File: config.mk
export PLATFORM = sky130hd
export DESIGN_NAME = reset_scope_ctrl
export DESIGN_NICKNAME = d
export VERILOG_FILES = /design/src/rtl/rstscope_pkg.sv /design/src/rtl/rstscope_ctrl.sv /design/src/rtl/rstscope_dp.sv /design/src/rtl/reset_scope_ctrl.sv
export SDC_FILE = /design/constraint.sdc
export NUM_CORES = 1
export LEC_CHECK = 0
export ABC_AREA = 1
export BUFFER_PORTS_ARGS = -buffer_cell sky130_fd_sc_hd__buf_2
export CAP_MARGIN = 40
export CORE_AREA = 4 4 58 73
export CTS_BUF_LIST = sky130_fd_sc_hd__clkbuf_8
export DETAILED_ROUTE_END_ITERATION = 16
export DIE_AREA = 0 0 62 77
export HOLD_SLACK_MARGIN = 0.06
export PLACE_DENSITY_LB_ADDON = 0.12
export SYNTH_ARGS = -nofsm -noshare
export SYNTH_HDL_FRONTEND = slang
export SYNTH_SLANG_ARGS = --single-unit
File: constraint.sdc
create_clock -name clk -period 2.18 [get_ports clk]
set_clock_uncertainty 0.15 [all_clocks]
set_input_delay 0.436 -clock clk [delete_from_list [all_inputs] [get_ports clk]]
set_output_delay 0.436 -clock clk [all_outputs]
set_load 0.02 [all_outputs]
File: src/rtl/rstscope_pkg.sv
package rstscope_pkg;

  localparam int NUM_MOD  = 7;
  localparam int NUM_SRC  = 5;
  localparam int NUM_SOFT = 3;

  // module positions on the reset vector
  localparam int M_CPU = 0;
  localparam int M_EFE = 1;
  localparam int M_DMA = 2;
  localparam int M_ENI = 3;
  localparam int M_GEN = 4;
  localparam int M_MEM = 5;
  localparam int M_SER = 6;

  // cause bit positions
  localparam int S_PWR  = 0;
  localparam int S_EXT  = 1;
  localparam int S_WDOG = 2;
  localparam int S_ENI  = 3;
  localparam int S_SW   = 4;

  // index of each pulse-type request inside the soft vectors
  localparam int Q_WDOG = 0;
  localparam int Q_ENI  = 1;
  localparam int Q_SW   = 2;

  typedef logic [NUM_MOD-1:0] modVec_t;

  // which modules a pulse-type request reaches
  function automatic modVec_t scopeMask(input int reqIdx);
    modVec_t m;
    m = '1;
    case (reqIdx)
      Q_ENI: begin
        m[M_ENI] = 1'b0;
        m[M_MEM] = 1'b0;
      end
      Q_SW: begin
        m[M_ENI] = 1'b0;
        m[M_MEM] = 1'b0;
        m[M_CPU] = 1'b0;
      end
      default: m = '1;
    endcase
    return m;
  endfunction

  // strobes from control to datapath
  typedef struct packed {
    logic                hardRst;    // synchronized pin-type hard reset
    logic [NUM_SOFT-1:0] reqActive;  // stretched request windows
    logic [NUM_SOFT-1:0] reqEvt;     // accepted request this cycle
    logic                extSeen;    // pin seen low after synchronization
  } rstStrobes_t;

endpackage

File: src/rtl/rstscope_ctrl.sv
module rstscope_ctrl
  import rstscope_pkg::*;
#(
  parameter int SYNC_STAGES = 2,
  parameter int STRETCH_LEN = 8,
  parameter int FETCH_HOLD  = 512
) (
  input  logic        clk,
  input  logic        pwrOnRst,
  input  logic        extRstN,
  input  logic        wdogReq,
  input  logic        eniReq,
  input  logic        swReq,
  output rstStrobes_t strobes,
  output logic        bootFetchEn
);

  localparam int SCW = $clog2(STRETCH_LEN + 1);
  localparam int FCW = $clog2(FETCH_HOLD + 1);
  localparam logic [SCW-1:0] STRETCH_V = SCW'(STRETCH_LEN);
  localparam logic [FCW-1:0] HOLD_V    = FCW'(FETCH_HOLD);

  logic hardAsync;
  logic [SYNC_STAGES-1:0] hardSync;
  logic [SYNC_STAGES-1:0] extSync;
  logic pinHard;
  logic hardAll;
  logic [NUM_SOFT-1:0] reqVec;
  logic [NUM_SOFT-1:0] reqActive;
  logic [NUM_SOFT-1:0] reqEvt;
  logic [FCW-1:0] fetchCnt;

  assign hardAsync = pwrOnRst | ~extRstN;

  // asynchronous assert, synchronous release of the pin-type hard reset
  always_ff @(posedge clk or posedge hardAsync) begin
    if (hardAsync) hardSync <= '1;
    else           hardSync <= {hardSync[SYNC_STAGES-2:0], 1'b0};
  end
  assign pinHard = hardSync[SYNC_STAGES-1];

  p_sync_release_r2: assert property (@(posedge clk) disable iff (pwrOnRst)
    $fell(pinHard) |-> !$past(hardAsync));

  // pin level brought into the clock domain for cause capture
  always_ff @(posedge clk or posedge pwrOnRst) begin
    if (pwrOnRst) extSync <= '0;
    else          extSync <= {extSync[SYNC_STAGES-2:0], ~extRstN};
  end

  assign reqVec = {swReq, eniReq, wdogReq};

  // one stretcher per pulse-type request
  for (genvar g = 0; g < NUM_SOFT; g++) begin : g_stretch
    logic [SCW-1:0] cnt;
    always_ff @(posedge clk or posedge pinHard) begin
      if (pinHard)               cnt <= '0;
      else if (reqVec[g])        cnt <= STRETCH_V;
      else if (cnt != '0)        cnt <= cnt - 1'b1;
    end
    assign reqActive[g] = (cnt != '0);
    assign reqEvt[g]    = reqVec[g] & ~pinHard;

    p_stretch_start_r6: assert property (@(posedge clk) disable iff (pwrOnRst || pinHard)
      $rose(reqActive[g]) |-> $past(reqVec[g]));
    p_stretch_hold_r6: assert property (@(posedge clk) disable iff (pwrOnRst || pinHard)
      reqVec[g] |=> reqActive[g]);
  end

  assign hardAll = pinHard | reqActive[Q_WDOG];

  // boot fetch hold-off after any hard reset
  always_ff @(posedge clk or posedge pinHard) begin
    if (pinHard)                  fetchCnt <= '0;
    else if (reqActive[Q_WDOG])   fetchCnt <= '0;
    else if (fetchCnt != HOLD_V)  fetchCnt <= fetchCnt + 1'b1;
  end
  assign bootFetchEn = (fetchCnt == HOLD_V);

  p_fetch_hold_r7: assert property (@(posedge clk) disable iff (pwrOnRst)
    hardAll |=> !bootFetchEn);

  always_comb begin
    strobes.hardRst   = pinHard;
    strobes.reqActive = reqActive;
    strobes.reqEvt    = reqEvt;
    strobes.extSeen   = extSync[SYNC_STAGES-1];
  end

endmodule

File: src/rtl/rstscope_dp.sv
module rstscope_dp
  import rstscope_pkg::*;
(
  input  logic               clk,
  input  logic               pwrOnRst,
  input  rstStrobes_t        strobes,
  input  logic               causeClrWe,
  input  logic [NUM_SRC-1:0] causeClrData,
  output logic [NUM_MOD-1:0] modRst,
  output logic               genHoldRst,
  output logic [NUM_SRC-1:0] causeStatus
);

  localparam modVec_t WDOG_MASK = scopeMask(Q_WDOG);
  localparam modVec_t ENI_MASK  = scopeMask(Q_ENI);
  localparam modVec_t SW_MASK   = scopeMask(Q_SW);

  logic [NUM_SRC-1:0] setVec;
  logic [NUM_SRC-1:0] clrVec;

  // per-module reset fan-in
  for (genvar m = 0; m < NUM_MOD; m++) begin : g_mod
    assign modRst[m] = strobes.hardRst
                     | (strobes.reqActive[Q_WDOG] & WDOG_MASK[m])
                     | (strobes.reqActive[Q_ENI]  & ENI_MASK[m])
                     | (strobes.reqActive[Q_SW]   & SW_MASK[m]);
  end

  // retained general settings: hard causes only
  assign genHoldRst = strobes.hardRst | strobes.reqActive[Q_WDOG];

  p_hard_all_r3: assert property (@(posedge clk) disable iff (pwrOnRst)
    strobes.reqActive[Q_WDOG] |-> (&modRst) && genHoldRst);
  p_eni_scope_r4: assert property (@(posedge clk) disable iff (pwrOnRst)
    strobes.reqActive[Q_ENI] && !genHoldRst |-> !modRst[M_ENI] && !modRst[M_MEM] && modRst[M_CPU]);
  p_sw_scope_r5: assert property (@(posedge clk) disable iff (pwrOnRst)
    strobes.reqActive[Q_SW] && !strobes.reqActive[Q_ENI] && !genHoldRst |-> !modRst[M_CPU]);

  // sticky cause register, set dominates clear
  always_comb begin
    setVec          = '0;
    setVec[S_EXT]   = strobes.extSeen;
    setVec[S_WDOG]  = strobes.reqEvt[Q_WDOG];
    setVec[S_ENI]   = strobes.reqEvt[Q_ENI];
    setVec[S_SW]    = strobes.reqEvt[Q_SW];
    clrVec          = causeClrWe ? causeClrData : '0;
  end

  always_ff @(posedge clk or posedge pwrOnRst) begin
    if (pwrOnRst) causeStatus <= NUM_SRC'(1) << S_PWR;
    else          causeStatus <= (causeStatus & ~clrVec) | setVec;
  end

  p_cause_sticky_r9: assert property (@(posedge clk) disable iff (pwrOnRst)
    !causeClrWe |=> (($past(causeStatus) & ~causeStatus) == '0));
  p_set_wins_r10: assert property (@(posedge clk) disable iff (pwrOnRst)
    causeClrWe && strobes.reqEvt[Q_SW] |=> causeStatus[S_SW]);

endmodule

File: src/rtl/reset_scope_ctrl.sv
module reset_scope_ctrl
  import rstscope_pkg::*;
#(
  parameter int SYNC_STAGES = 2,
  parameter int STRETCH_LEN = 8,
  parameter int FETCH_HOLD  = 512
) (
  input  logic               clk,
  input  logic               pwrOnRst,
  input  logic               extRstN,
  input  logic               wdogReq,
  input  logic               eniReq,
  input  logic               swReq,
  input  logic               causeClrWe,
  input  logic [NUM_SRC-1:0] causeClrData,
  output logic [NUM_MOD-1:0] modRst,
  output logic               genHoldRst,
  output logic               bootFetchEn,
  output logic [NUM_SRC-1:0] causeStatus
);

  rstStrobes_t strobes;

  rstscope_ctrl #(
    .SYNC_STAGES(SYNC_STAGES),
    .STRETCH_LEN(STRETCH_LEN),
    .FETCH_HOLD (FETCH_HOLD)
  ) u_ctrl (
    .clk        (clk),
    .pwrOnRst   (pwrOnRst),
    .extRstN    (extRstN),
    .wdogReq    (wdogReq),
    .eniReq     (eniReq),
    .swReq      (swReq),
    .strobes    (strobes),
    .bootFetchEn(bootFetchEn)
  );

  rstscope_dp u_dp (
    .clk         (clk),
    .pwrOnRst    (pwrOnRst),
    .strobes     (strobes),
    .causeClrWe  (causeClrWe),
    .causeClrData(causeClrData),
    .modRst      (modRst),
    .genHoldRst  (genHoldRst),
    .causeStatus (causeStatus)
  );

endmodule

==> impl_metrics.tcl <==
set metrics [dict create \
    p_leak_nw 0.973 \
    fill_cells 332 \
    status "finished, final reports clean" \
    gr-usage-met1_pct 17.8 \
    worst_ir_drop_vdd_v 0.000599 \
    min_period_ns 2.11 \
    cp_num_buf_inv 2 \
    cts-root-buf "clkbuf_8" \
    cts_tree "yes" \
    clkLatencyLatePin_ns 0.28 \
    chipHeight_um 77 \
    use_met3_pct 4.54 \
    grt_pass1_wl_um 5610 \
    path_max_fanout 4 \
    slowest_delay_ns 0.37 \
    wirelength_um 3310 \
    report.final.setup_viol 0 \
    post_drt_wl_per_cell_um 12.5 \
    drive_above_1_share_pct 32.4 \
    path_delay_family "simple AND/OR/NAND/NOR gates" \
    synth_area_um2 1560 \
    via_count 1315 \
    worstSetupPathType "reg -> out" \
    synth.yosys.seq_area_share_pct 50.0 \
    r2r_slack_ns 0.63 \
    worst_hold_slack_ns 0.110 \
    grt_overflow 0 \
    syn_nets 200 \
    dp_slack_ns 0.297 \
    start_kind "flip-flop" \
    power.density_nw_per_um2 950 \
    rsz0062_at_grt "yes" \
    grt-busiest-layer "met2" \
    drv_cap 0 \
    r2r_cells 8 \
    synth_cells 182 \
    r2r_end "u_ctrl.fetchCnt[1]" \
    drv_slew 0 \
    areaGrowthSynthToFinish_pct 27.0 \
    core-area_um2 3510 \
    synth_area_leaders "dfrtp_1 45%, nand2_1 7.7%, inv_1 7.2%, dfstp_2 5.1%, ha_1 4.8%" \
    drtIter0Drc 45 \
    synth-seq-cells 31 \
    io_buffers 25 \
    required_ns 1.59 \
    chipWidth_um 62 \
    dr.pass1.iters 4 \
    hold_viol_final 0 \
    grt_max_degree 16 \
    ys_types 26 \
    crit_chain "inv_2 -> ha_4 -> nand2_2 -> nor2_4 -> nand4_1 -> buf_4" \
    hp-class "in -> async" \
    yosysWarnings 0 \
    area.sequential_um2 779 \
    syn_avg_cell_area_um2 8.56 \
    start_util_pct 44.3 \
    crit_path_end_kind "output pin" \
    clk_pin_slew_ns 0.07 \
    synth_top_area_share_pct 45.0 \
    finalWeightedCongestion 0.774 \
    place.detailed.hpwl_um 2460 \
    grt_use_total_pct 15.6 \
    drc_errors 0 \
    antenna_found_initial 0 \
    htreeDepth 2 \
    multi_input_area_um2 684 \
    die_area_um2 4770 \
    nets 242 \
    clk_path_buf_depth 2 \
    arrival_ns 1.52 \
    cts_inserted_buffers 5 \
    timing.fmax_mhz 474 \
    cts.sinks 31 \
    yosysTopAreaCell "dfrtp_1" \
    first_global_vias 1339 \
    vias_per_cell 4.98 \
    diodes 0 \
    rr_startpoint "u_ctrl.fetchCnt[0]" \
    critical_path.slowest_cell "dfrtp_1" \
    grt_use_met2_pct 26.2 \
    ios 26 \
    worst_slack_ns 0.0721 \
    rows 24 \
    min_period_over_period_pct 96.7 \
    ant_nets 0 \
]
==> cell families after synthesis <==
logic type,after synthesis,share of synthesized area [%]
XOR/XNOR,1,0.562
other,1,0.241
buffers and inverters,36,10.4
AO/OA/AOI/OAI,29,10.2
adder cells (fa/ha/maj),6,4.82
flip-flops,31,50.0
AND/OR/NAND/NOR,78,23.8
==> repair_timing <==
action,in CTS,in global routing
endpoints found under the setup margin,4,5
buffers inserted,0,12
hold buffers,1,0
pin swaps,0,7
resized for setup,1,24
endpoints found under the hold margin,6,0
==> state kept, by name (all words and copies together), names as in the netlist <==
signal and cells:
u_ctrl.fetchCnt 10, u_ctrl.hardSync 2, u_ctrl.g_stretch.cnt 12, u_dp.causeStatus 5, u_ctrl.extSync 2
==> synth_stat cells <==
cell,count
nor2_1,15
buf_4,5
nand3_2,1
a21boi_0,1
a21oi_1,8
nor2_2,2
a21o_1,1
xor2_1,1
a31oi_1,1
conb_1,1
dfrtp_1,28
dfstp_2,3
nand2_2,3
or2_2,1
nor2_4,3
o21bai_1,1
a211oi_1,1
nand2_1,32
inv_1,30
o31ai_1,1
nand4_1,6
nor3_1,1
nand3_1,14
ha_1,6
buf_6,1
o21ai_0,15
==> placed cells by master (no fill, tap or decap), types with 2 or more instances in the layout <==
cell and count:
nor2_4 5, nand2_2 3, nand2_1 30, ha_4 3, inv_2 5, dfstp_2 3, clkinvlp_4 2, a21oi_1 8
nor2_2 2, nand2_4 2, inv_1 25, buf_2 20, nand4_1 6, dfrtp_1 28, o21ai_0 15, nand3_1 14
nor2_1 13, clkbuf_8 5, ha_1 3, buf_4 19
==> how the worst max path moves through the flow <==
stage                                from         to  slack [ns]  cells past startpoint
2_1_floorplan          u_ctrl.hardSync[1]  modRst[2]        0.01                      3
3_3_place_gp   u_ctrl.g_stretch[1].cnt[0]  modRst[2]        0.39                      6
3_5_place_dp   u_ctrl.g_stretch[2].cnt[0]  modRst[6]        0.30                      6
4_1_cts        u_ctrl.g_stretch[1].cnt[0]  modRst[6]       0.005                      6
5_1_grt        u_ctrl.g_stretch[0].cnt[1]  modRst[2]       -0.03                      6
6_report       u_ctrl.g_stretch[1].cnt[0]  modRst[2]        0.07                      6
==> area by class of cell <==
class                      count  share of cell area [%]
inverter                      30                    5.69
sequential                    31                    39.4
timing repair buffer          41                    13.3
clock inverter                 3                    1.01
tap                           39                    2.47
multi-input combinational    115                    34.6
clock buffer                   5                    3.48
==> report_power, final <==
group	switching, W	internal, W
Combinational	0.000374	0.000294
Sequential	0.0000843	0.000683
Clock	0.000222	0.000222
==> through the flow <==
stage	util, %	instances	setup TNS (ns)	total power [W]	area (um2)
final	56.3	264	0	0.00188	1980
after global routing	56.3	264	-0.121	0.00204	1980
after CTS	51.4	252	0	0.00170	1810
after detailed placement	48.5	243	0	0.00124	1710
after global placement	48.5	243	0	0.00120	1710
after floorplan	-	182	0	0.00112	1560
==> routing by layer <==
metal | vias up | part of all wire (%)
met4 | 0 | 2.0
met5 | - | 0
li1 | 663 | -
met2 | 24 | 54
met3 | 8 | 4.1
met1 | 620 | 40
==> tightest hold or removal path, stage by stage <==
cell and delay, ns:
buf_2 0.08, inv_1 0.04, nor2_1 0.14
(Power assumes the default switching activity.)
